[config.mk]
export PLATFORM = sky130hd
export DESIGN_NAME = tape_loader
export DESIGN_NICKNAME = d
export VERILOG_FILES = /design/src/rtl/tload_pkg.sv /design/src/rtl/tload_frame_decode.sv /design/src/rtl/tload_lookahead.sv /design/src/rtl/tape_loader.sv
export SDC_FILE = /design/constraint.sdc
export NUM_CORES = 1
export LEC_CHECK = 0
export ABC_AREA = 1
export CAP_MARGIN = 15
export CELL_PAD_IN_SITES_DETAIL_PLACEMENT = 0
export CELL_PAD_IN_SITES_GLOBAL_PLACEMENT = 2
export CORE_MARGIN = 2
export CORE_UTILIZATION = 42
export CTS_BUF_LIST = sky130_fd_sc_hd__clkbuf_8
export DETAILED_ROUTE_END_ITERATION = 8
export DONT_BUFFER_PORTS = 1
export PLACE_DENSITY = 0.95
export SLEW_MARGIN = 20
export SYNTH_ARGS = -nofsm -noshare
export SYNTH_HDL_FRONTEND = slang
export SYNTH_SLANG_ARGS = --single-unit
[constraint.sdc]
create_clock -name clk -period 3 [get_ports clk]
set_input_delay 0.3 -clock clk [delete_from_list [all_inputs] [get_ports clk]]
set_output_delay 0.3 -clock clk [all_outputs]
set_load 0.01 [all_outputs]
[src/rtl/tload_pkg.sv]
package tload_pkg;
    localparam int FRAME_W = 8;
    localparam int HALF_W  = 6;
    localparam int WORD_W  = 2 * HALF_W;
    localparam int ADDR_W  = 12;

    typedef enum logic [1:0] {
        ST_SEEK = 2'd0,
        ST_HI   = 2'd1,
        ST_LO   = 2'd2,
        ST_DONE = 2'd3
    } ld_state_e;
endpackage

[src/rtl/tload_frame_decode.sv]
module tload_frame_decode #(
    parameter int FRAME_W = tload_pkg::FRAME_W,
    parameter int HALF_W  = tload_pkg::HALF_W
) (
    input  logic [FRAME_W-1:0] frame_i,
    output logic               is_mark_o,
    output logic               is_origin_o,
    output logic [HALF_W-1:0]  payload_o
);
    localparam logic [FRAME_W-1:0] MARK = {1'b1, {(FRAME_W-1){1'b0}}};

    always_comb begin
        is_mark_o   = (frame_i == MARK);
        is_origin_o = frame_i[FRAME_W-2] && !frame_i[FRAME_W-1];
        payload_o   = frame_i[HALF_W-1:0];
    end
endmodule

[src/rtl/tload_lookahead.sv]
module tload_lookahead #(
    parameter int ADDR_W = tload_pkg::ADDR_W,
    parameter int WORD_W = tload_pkg::WORD_W
) (
    input  logic              clk,
    input  logic              rst_n,
    input  logic              clear_i,
    input  logic              push_i,
    input  logic [ADDR_W-1:0] push_addr_i,
    input  logic [WORD_W-1:0] push_data_i,
    output logic              we_o,
    output logic [ADDR_W-1:0] addr_o,
    output logic [WORD_W-1:0] data_o
);
    typedef struct packed {
        logic              hold_v;
        logic [ADDR_W-1:0] hold_a;
        logic [WORD_W-1:0] hold_d;
        logic              we;
        logic [ADDR_W-1:0] a;
        logic [WORD_W-1:0] d;
    } la_s;

    la_s la_d, la_q;

    always_comb begin
        la_d    = la_q;
        la_d.we = 1'b0;
        if (clear_i) begin
            la_d.hold_v = 1'b0;
        end else if (push_i) begin
            if (la_q.hold_v) begin
                la_d.we = 1'b1;
                la_d.a  = la_q.hold_a;
                la_d.d  = la_q.hold_d;
            end
            la_d.hold_v = 1'b1;
            la_d.hold_a = push_addr_i;
            la_d.hold_d = push_data_i;
        end
    end

    always_ff @(posedge clk or negedge rst_n) begin
        if (!rst_n) la_q <= '0;
        else        la_q <= la_d;
    end

    assign we_o   = la_q.we;
    assign addr_o = la_q.a;
    assign data_o = la_q.d;

    // a write only follows a push that found an earlier word held
    p_write_needs_push_r8: assert property (@(posedge clk) disable iff (!rst_n)
        we_o |-> $past(push_i) && !$past(clear_i));
    // a write is a single-cycle pulse per push
    p_write_one_cycle_r8: assert property (@(posedge clk) disable iff (!rst_n)
        (we_o && !push_i) |=> !we_o);
    // clearing drops the held word, so the next push cannot write
    p_clear_drops_r10: assert property (@(posedge clk) disable iff (!rst_n)
        clear_i |=> !we_o);
endmodule

[src/rtl/tape_loader.sv]
module tape_loader #(
    parameter int FRAME_W = tload_pkg::FRAME_W,
    parameter int HALF_W  = tload_pkg::HALF_W,
    parameter int ADDR_W  = tload_pkg::ADDR_W
) (
    input  logic               clk,
    input  logic               rst_n,
    input  logic               start_i,
    input  logic               frame_valid_i,
    input  logic [FRAME_W-1:0] frame_data_i,
    output logic               frame_ready_o,
    output logic               mem_we_o,
    output logic [ADDR_W-1:0]  mem_addr_o,
    output logic [2*HALF_W-1:0] mem_wdata_o,
    output logic               done_o,
    output logic [2*HALF_W-1:0] sum_o
);
    import tload_pkg::*;

    localparam int WORD_W = 2 * HALF_W;

    typedef struct packed {
        ld_state_e         st;
        logic [HALF_W-1:0] hi;
        logic              org;
        logic [ADDR_W-1:0] addr;
        logic [WORD_W-1:0] sum;
    } core_s;

    core_s c_d, c_q;

    logic              f_mark, f_org;
    logic [HALF_W-1:0] f_pay;
    logic              accept;
    logic              push;
    logic [WORD_W-1:0] word;

    tload_frame_decode #(.FRAME_W(FRAME_W), .HALF_W(HALF_W)) u_decode (
        .frame_i     (frame_data_i),
        .is_mark_o   (f_mark),
        .is_origin_o (f_org),
        .payload_o   (f_pay)
    );

    assign frame_ready_o = (c_q.st != ST_DONE) && !start_i;
    assign accept        = frame_valid_i && frame_ready_o;
    assign word          = {c_q.hi, f_pay};

    always_comb begin
        c_d  = c_q;
        push = 1'b0;
        if (start_i) begin
            c_d.st   = ST_SEEK;
            c_d.sum  = '0;
            c_d.addr = '0;
            c_d.org  = 1'b0;
        end else if (accept) begin
            unique case (c_q.st)
                ST_SEEK, ST_HI: begin
                    if (f_mark) begin
                        if (c_q.st == ST_HI) c_d.st = ST_DONE;
                    end else begin
                        c_d.hi  = f_pay;
                        c_d.org = f_org;
                        c_d.st  = ST_LO;
                    end
                end
                ST_LO: begin
                    c_d.sum = c_q.sum + word;
                    c_d.st  = ST_HI;
                    if (c_q.org) begin
                        c_d.addr = word[ADDR_W-1:0];
                    end else begin
                        push     = 1'b1;
                        c_d.addr = c_q.addr + 1'b1;
                    end
                end
                default: ;
            endcase
        end
    end

    always_ff @(posedge clk or negedge rst_n) begin
        if (!rst_n) begin
            c_q    <= '0;
            c_q.st <= ST_SEEK;
        end else begin
            c_q <= c_d;
        end
    end

    tload_lookahead #(.ADDR_W(ADDR_W), .WORD_W(WORD_W)) u_lookahead (
        .clk         (clk),
        .rst_n       (rst_n),
        .clear_i     (start_i),
        .push_i      (push),
        .push_addr_i (c_q.addr),
        .push_data_i (word),
        .we_o        (mem_we_o),
        .addr_o      (mem_addr_o),
        .data_o      (mem_wdata_o)
    );

    assign done_o = (c_q.st == ST_DONE);
    assign sum_o  = c_q.sum;

    // a finished engine refuses frames
    p_no_ready_when_done_r9: assert property (@(posedge clk) disable iff (!rst_n)
        done_o |-> !frame_ready_o);
    // result holds until the next start
    p_result_holds_r9: assert property (@(posedge clk) disable iff (!rst_n)
        (done_o && !start_i) |=> (done_o && $stable(sum_o)));
    // the check word is never written once the trailer is seen
    p_no_write_after_trailer_r7: assert property (@(posedge clk) disable iff (!rst_n)
        done_o |-> !mem_we_o);
    // start clears result state
    p_start_clears_r10: assert property (@(posedge clk) disable iff (!rst_n)
        start_i |=> (sum_o == '0 && !done_o));
    // leader before data leaves the sum alone
    p_leader_no_sum_r1: assert property (@(posedge clk) disable iff (!rst_n)
        (c_q.st == ST_SEEK && !start_i) |=> $stable(sum_o));
endmodule

==> results.txt, run 1 <==
- The first global-routing pass estimated 15,400 µm of wire.
- Dividing the synthesized area by the synthesized cell count gives 7.94 µm².
- Period minus WS final: 2.16 ns
* Detailed Route WL: 9120 µm
- Max Root-Sink Buffers: 2
- Remaining DRCs: 0
- Remaining Overflow, GRT: 0
- Final total negative setup slack: 0 ns
- Category of the critical setup timing path: register to register
- Routed length per placed instance: 13.8 µm
- By count the netlist is led by sky130_fd_sc_hd__nand2_1 (161), sky130_fd_sc_hd__dfrtp_1 (83), sky130_fd_sc_hd__inv_1 (69).
* HPWL after DPL: 6600 µm
* Unique masters post-synth: 29
- For the final database, setup skew stands at 0.0139 ns.
- The final count of pins violating max slew was 0.
- Worst-case headroom to the max-slew limit: 47.0%
- Final setup viols: 0
- TritonCTS created 9 clock buffers.
- Global routing used 17.4% of the available tracks across all layers.
- Of all nets on the critical path, the largest fanout is 49.
* Flip-flop and latch count after synthesis: 83
- Result of the run: finished clean
* Highest clock rate: 462 MHz
- Clock-pin slew was measured on the worst setup and hold paths at 0.09 ns.
* Tightest Pin Transition: 0.793 ns
* Post-Synth Adder-Cell Area: 3.84%
- Insertion delay of the later-clocked pin in the worst-skew pair: 0.37 ns
- Ranked by total cell area, the synthesized netlist is headed by sky130_fd_sc_hd__dfrtp_1 (47%), sky130_fd_sc_hd__nand2_1 (14%), sky130_fd_sc_hd__o21ai_0 (7.5%).
- Overall die width: 107 µm
- Pre-CTS worst setup slack: 0.799 ns
- The area growth from synthesis to layout is 1.52%.
* Signal arrival time at the worst endpoint: 2.37 ns
- At the end of routability-driven placement, the weighted congestion stood at 0.815.
- Synthesis handed over a netlist of 558 instances.
- Summing the areas of all compound-gate instances in the mapped netlist gives 10.8% of the synthesized area.
- Die footprint: 11,400 µm²
* Antenna diode instance count: 0
* Cts repair resizes: 0
- The most used flip-flop cell after synthesis is sky130_fd_sc_hd__dfrtp_1.
- Data on the critical path is required at its endpoint by 3.21 ns.
* Iteration-0 DRC count of the detailed router: 173
- The biggest area contributor in the post-synthesis netlist is sky130_fd_sc_hd__dfrtp_1.
- Summing the areas of all and, or, nand and nor instances in the mapped netlist gives 23.0% of the synthesized area.
- Initial core utilization: 43.1%
* Clock root cell: sky130_fd_sc_hd__clkbuf_8
- The tool flagged a number of max-cap violations equal to 0.
- The tightest min-delay check is of the primary input to register type.
* Slack of the critical path: 0.836 ns
* RSZ-0062 raised after global routing: false
* Share of the clock period used by the worst path after layout: 72.1%
- Once detail routing completed, the nets flagged for antenna violations numbered 0.
- Syn Nets: 583
* Leakage component of the power: 2.28 nW
- The number of antenna violations at the first check in global routing came to 0.
- The via count of the first global-routing pass is 3,015.
- The H-tree generated during clock tree synthesis spans 3 levels.
* Cell with the most instances after synthesis: sky130_fd_sc_hd__nand2_1
* Area of the core region: 10,300 µm²
- Cells fill 43.8% of the core in the end.
- In the final layout, the multi-input gates occupy 1720 µm².
- Using the TritonRoute via totals, the vias-per-cell ratio works out to 4.86.
- # nets final: 546
- Of the total synthesized cell area, the portion taken by XOR and XNOR cells is 1.19%.
- Share of synthesized area spent on multiplexers: 0%
- VDD sags by at most 0.252 mV.
- Of the cells placed in the final design, the portion with a size suffix greater than 1 is 5.89%.
- Number of placement rows: 37
- Sink count of the clock tree: 83
* Number of port buffers: 0
* Top-Level Pins: 51
- Final hold violations: 0
- Filler cells: 1,065
- The Yosys step of the flow raised 0 warnings.
- Number of search-and-repair iterations in the first detailed-routing pass: 4
* Pin count of the biggest net entering global routing: 84
- Mapped cell area: 4430 µm²
* Y dimension of the die: 107 µm
- Sequential fraction of the synthesis area: 46.9%
- STA classifies the critical path endpoint as a register.
- TritonCTS clock tree: built
- The synthesized design devotes to its leading area cell type 46.9% of total area.
* Combinational family with the most area after synthesis: simple AND/OR/NAND/NOR gates
- Share of synthesized flip-flops with an asynchronous set or reset: 100%
- Count of vias placed by the detailed router: 3,219
- In this run, synthesis inferred 0 flip-flops with an integrated enable.
* CP startpoint kind: register
- In this run the power density over the cells is 581 nW/µm².
- Area taken by flip-flops and latches: 2080 µm²
[flip-flops by register name (all words and copies together), names as in the netlist]
register and count:
u_lookahead.la_q 25, c_q 21, sum_o 12, u_lookahead.addr_o 12, u_lookahead.data_o 12, u_lookahead.we_o 1
[power breakdown]
| part | total [W] | switching [W] | internal [W] | leakage [nW] |
|---|---|---|---|---|
| clock network | 0.000831 | 0.000424 | 0.000407 | 0.0963 |
| logic | 0.000367 | 0.000238 | 0.000129 | 1.07 |
| registers | 0.00142 | 0.000126 | 0.00129 | 1.11 |
[cell type report]
type / count / area share, %
clock inverters: 6 / 1.45
multi-input cells: 351 / 38.3
clock buffers: 10 / 3.06
well taps: 136 / 3.78
flip-flops and latches: 83 / 46.2
inverters: 71 / 5.92
repair buffers: 5 / 1.33
[worst paths after layout]
kind / from / end / slack [ns] / cells past startpoint
setup / recovery: c_q[32] / u_lookahead.addr_o[3] / 0.84 / 8
hold / removal: frame_data_i[1] / u_lookahead.la_q[26] / 0.06 / 2
setup reg to reg: c_q[32] / u_lookahead.addr_o[3] / 0.84 / 8
hold reg to reg: u_lookahead.la_q[49] / u_lookahead.la_q[49] / 0.51 / 2
max in group asynchronous: rst_n / u_lookahead.la_q[45] / 2.16 / 2
min in group asynchronous: rst_n / sum_o[8] / 0.45 / 2
[what timing repair did]
action	4_1_cts	5_1_grt
buffers inserted	0	0
hold buffers	2	0
hold endpoints to repair	83	0
setup endpoints to repair	0	0
[layout by cell type, fill, tap and decap left out, drive strengths merged]
| master | count |
|---|---|
| nand2 | 162 |
| buf | 4 |
| a21oi | 10 |
| nand3 | 29 |
| clkbuf | 10 |
| xor2 | 5 |
| inv | 73 |
| clkinvlp | 3 |
| nand4 | 7 |
| nor3 | 5 |
| and2 | 1 |
| fa | 1 |
| ha | 12 |
| or2 | 1 |
| xnor2 | 1 |
| o22ai | 1 |
| dlygate4sd3 | 1 |
| a22o | 1 |
| o211ai | 2 |
| nor2 | 37 |
| o21ai | 76 |
| dfrtp | 83 |
| bufinv | 1 |
[metal layers]
metal,part of all wire [%],track usage (%),vias to the layer above
li1,-,-,1657
met1,51,25.1,1492
met2,44,26.1,58
met3,4.4,4.07,12
met4,1.4,5.10,0
met5,0,0,-
[per-stage QoR]
step	cells	total power, W	instance area [µm²]	hold slack [ns]
floorplan	558	0.00175	4430	0.00441
global placement	644	0.00177	4260	0.00630
detailed placement	644	0.00179	4260	0.00636
CTS	662	0.00265	4500	0.0467
global route	662	0.00278	4500	0.0628
finish	662	0.00261	4500	0.0606
[critical path: stages (launching register included)]
cell	delay, ns
sky130_fd_sc_hd__dfrtp_1	0.42
sky130_fd_sc_hd__nand2_1	0.15
sky130_fd_sc_hd__nand3_4	0.13
sky130_fd_sc_hd__nor2_8	0.25
sky130_fd_sc_hd__inv_2	0.18
sky130_fd_sc_hd__nor2_8	0.11
sky130_fd_sc_hd__nand2_2	0.45
sky130_fd_sc_hd__nand2_1	0.20
sky130_fd_sc_hd__o21ai_0	0.11
[cells by family (layout without fill, tap and decap cells)]
family / Yosys count / after routing
adder cells (fa/ha/maj): 13 / 13
flip-flops: 83 / 83
XOR/XNOR: 6 / 6
AO/OA/AOI/OAI: 90 / 90
buffers and inverters: 124 / 92
AND/OR/NAND/NOR: 242 / 242
Power figures use the tool's default switching activity.
==> run 2: changes to the inputs <==
Settings changed: CORE_UTILIZATION 42 to 39, PLACE_DENSITY 0.95 to 0.92.
Clock period 3 ns to 2.2 ns, I/O delays scaled along.
==> results.txt, run 2 (same netlist as run 1, synthesis figures left out) <==
- The flow ran to the end, and the final reports show no timing, DRC or antenna violations.
* CP startpoint kind: register
- The final period utilization came to 88.3% (+16 points).
- Final hold violations: 0 (unchanged)
- The floorplan die height is 111 µm (+3.6%).
* Worst-case headroom to the max-slew limit: 51.1% (+4.1 points)
- The maximum number of pins on one net before global-route repair is 84 (unchanged).
- Period minus WS final: 1.94 ns (-0.221 ns)
- The detail-routed net length per standard cell was 14.1 µm (+2.3%).
- Max stage delay on crit path: 0.42 ns (-0.03 ns)
* Number of antenna violations at the first check in global routing: 0 (unchanged)
- Detailed Route WL: 9530 µm (+4.5%)
* Total GRT Usage: 16.5% (-0.86 points)
* Relative area change from synthesis to final layout: 4.23%
- The clock tree skew after final layout is 0.00708 ns (-0.00683 ns).
* Worst Path Buf+Inv: 2 (+1)
- The largest registers in the layout are u_lookahead.la_q x25, c_q x21.
* Data required time at the worst endpoint: 2.45 ns (-0.76 ns)
- Crit-path max FO: 4 (-92%)
- The summed area of non-filler cells in the final layout came to 4620 µm² (+2.7%).
- Max-cap viol count: 0 (unchanged)
* Signal arrival time at the worst endpoint: 2.19 ns (-0.18 ns)
* # nets final: 556 (+1.8%)
- Post CTS Setup Buffer Count: 0 (unchanged)
- Final setup viols: 0 (unchanged)
* Initial core utilization: 40.4% (-2.8 points)
- The number of CTS-inserted buffers was 9 (unchanged).
- The final count of pins violating max slew was 0 (unchanged).
- GP Congestion: 0.822 (+0.95%)
* Remaining Overflow, GRT: 0 (unchanged)
- Insertion delay of the later-clocked pin in the worst-skew pair: 0.36 ns (about the same)
- The area after detailed placement is 4300 µm² (+0.94%).
- TritonCTS built the clock tree.
- Number of port buffers: 0 (unchanged)
* Count of nets left with antenna violations after detail routing: 0 (unchanged)
- The worst setup path is captured at a register.
- The peak supply drop was 0.562 mV (+120%).
- The library cell used most frequently in the layout, excluding fill and tap cells, is sky130_fd_sc_hd__nand2_1.
- The chip width came to 111 µm (+3.6%).
- Antenna diode instance count: 0 (unchanged)
* Filler cells: 1,136 (+6.7%)
- CP max stage cell: sky130_fd_sc_hd__dfrtp_2
- Iteration-0 DRC count of the detailed router: 262 (+51%)
- Proportion of layout cells with a drive suffix above 1: 6.72% (+0.82 points)
- Final total negative setup slack: 0 ns (unchanged)
- CTS placed an instance of sky130_fd_sc_hd__clkbuf_8 at the clock tree root.
* Slack of the critical path: 0.257 ns (-0.579 ns)
- Top-Level Pins: 51 (unchanged)
* Leakage component of the power: 2.33 nW (+2.3%)
* Max Root-Sink Buffers: 2 (unchanged)
- Pre-CTS worst setup slack: 0.227 ns (-0.572 ns)
- Sink count of the clock tree: 83 (unchanged)
- The measured slew at the worst slew-check pin came to 0.731 ns (-0.0619 ns).
- Highest-count cells in the layout ignoring fill and taps: sky130_fd_sc_hd__nand2_1 (161), sky130_fd_sc_hd__dfrtp_1 (82), sky130_fd_sc_hd__inv_1 (69), sky130_fd_sc_hd__o21ai_0 (66), sky130_fd_sc_hd__nor2_1 (35)
* RSZ-0062 raised after global routing: false
* Critical path's top delay family: adder cells
- The worst hold margin was 0.0208 ns (-0.0397 ns).
- The per-cell via count in the routed design is 4.79 (-1.6%).
- Cells traversed along the worst timing path: ha_1 > inv_1 > fa_1 > inv_1 > nand3_1 > nand3_1 > nand2_1 > nand2_1 > nand2_1 > nand2_1 > o21ai_0
* Number of search-and-repair iterations in the first detailed-routing pass: 4 (unchanged)
- Largest reg by FF count: u_lookahead.la_q
- Number of levels the H-tree was split into: 3 (unchanged)
* Type of the tightest min-delay check: primary input to register
- Area of the core region: 11,000 µm² (+6.9%)
- Category of the critical setup timing path: register to register
- The ratio of total power to cell area was 783 nW/µm² (+35%).
- The row count is 38 (+2.7%).
* Die footprint: 12,200 µm² (+7.4%)
- The CTS clock-pin slew for the worst setup and hold paths was 0.09 ns (about the same).
- Wire length of the first global-routing pass: 16,300 µm (+6.1%)
- Max FFs per register: 25 (unchanged)
- The post-route DRC violation count was 0 (unchanged).
- The via count of the routed design is 3,236 (+0.53%).
- The half-perimeter wire length of the detailed placement result came to 6850 µm (+3.7%).
* Highest clock rate: 515 MHz (+11%)
- The via count of the first global-routing pass came to 3,225 (+7.0%).
- Among the stages of the critical path, the cell type that occurs most often is sky130_fd_sc_hd__nand2_1.
-- run 2: changes by cell type in the layout (fill, tap and decap cells not counted), sizes merged --
cell / change
clkinv: +2
buf: +3
dlygate4sd3: +7
clkinvlp: -1
inv: -1
-- run 2: cell type report --
type	count	area [µm²]	share of cell area, %
Clock buffer	10	138	2.98
Tap cell	140	175	3.79
Timing Repair Buffer	15	165	3.58
Inverter	71	267	5.77
Sequential cell	83	2080	45.0
Clock inverter	6	73.8	1.60
Multi-Input combinational cell	351	1720	37.3
-- run 2: power by group --
part | internal [W] | leakage (nW) | switching [W]
Clock | 0.000567 | 0.101 | 0.000600
Combinational | 0.000187 | 1.12 | 0.000334
Sequential | 0.00176 | 1.11 | 0.000167
Total | 0.00251 | 2.33 | 0.00110
-- run 2: path summary, 6_finish.rpt --
path                       slack, ns                      to  depth (start not counted)                 start
hold / removal                  0.02    u_lookahead.la_q[49]                          3               start_i
setup / recovery                0.26                sum_o[8]                         11              sum_o[0]
setup reg to reg                0.26                sum_o[8]                         11              sum_o[0]
max in group asynchronous       1.40                sum_o[0]                          2                 rst_n
min in group asynchronous       0.44   u_lookahead.data_o[8]                          2                 rst_n
hold reg to reg                 0.52  u_lookahead.addr_o[10]                          2  u_lookahead.la_q[47]
-- run 2: routing by layer --
layer  vias to the layer above  track usage (%)  part of all wire [%]  wire [µm]
li1                       1672                -                     -          -
met1                      1479             22.7                    50       4780
met2                        75             25.5                    44       4190
met3                        10             4.77                   4.7        445
met4                         0             4.92                   1.2        111
met5                         -                0                     0          0
-- run 2: worst register-to-register path, delay by kind of cell (launching register included) --
kind,cells,cell delay [ns]
compound gates,1,0.07
flops,1,0.42
simple gates,6,0.52
fa+ha+maj,2,0.64
buf+inv,2,0.19
-- run 2: what timing repair did --
action / 4_1_cts / 5_1_grt
setup endpoints to repair: 0 / 1
gates resized for setup: 0 / 1
hold buffers: 9 / 0
hold endpoints to repair: 90 / 0
-- run 2: through the flow --
| step | total power, W | utilization (%) | std cells |
|---|---|---|---|
| 6_report | 0.00362 | 42.1 | 676 |
| 2_1_floorplan | 0.00239 | - | 558 |
| 5_1_grt | 0.00386 | 42.1 | 676 |
| 3_3_place_gp | 0.00243 | 39.1 | 651 |
| 3_5_place_dp | 0.00244 | 39.1 | 651 |
| 4_1_cts | 0.00367 | 42.0 | 676 |
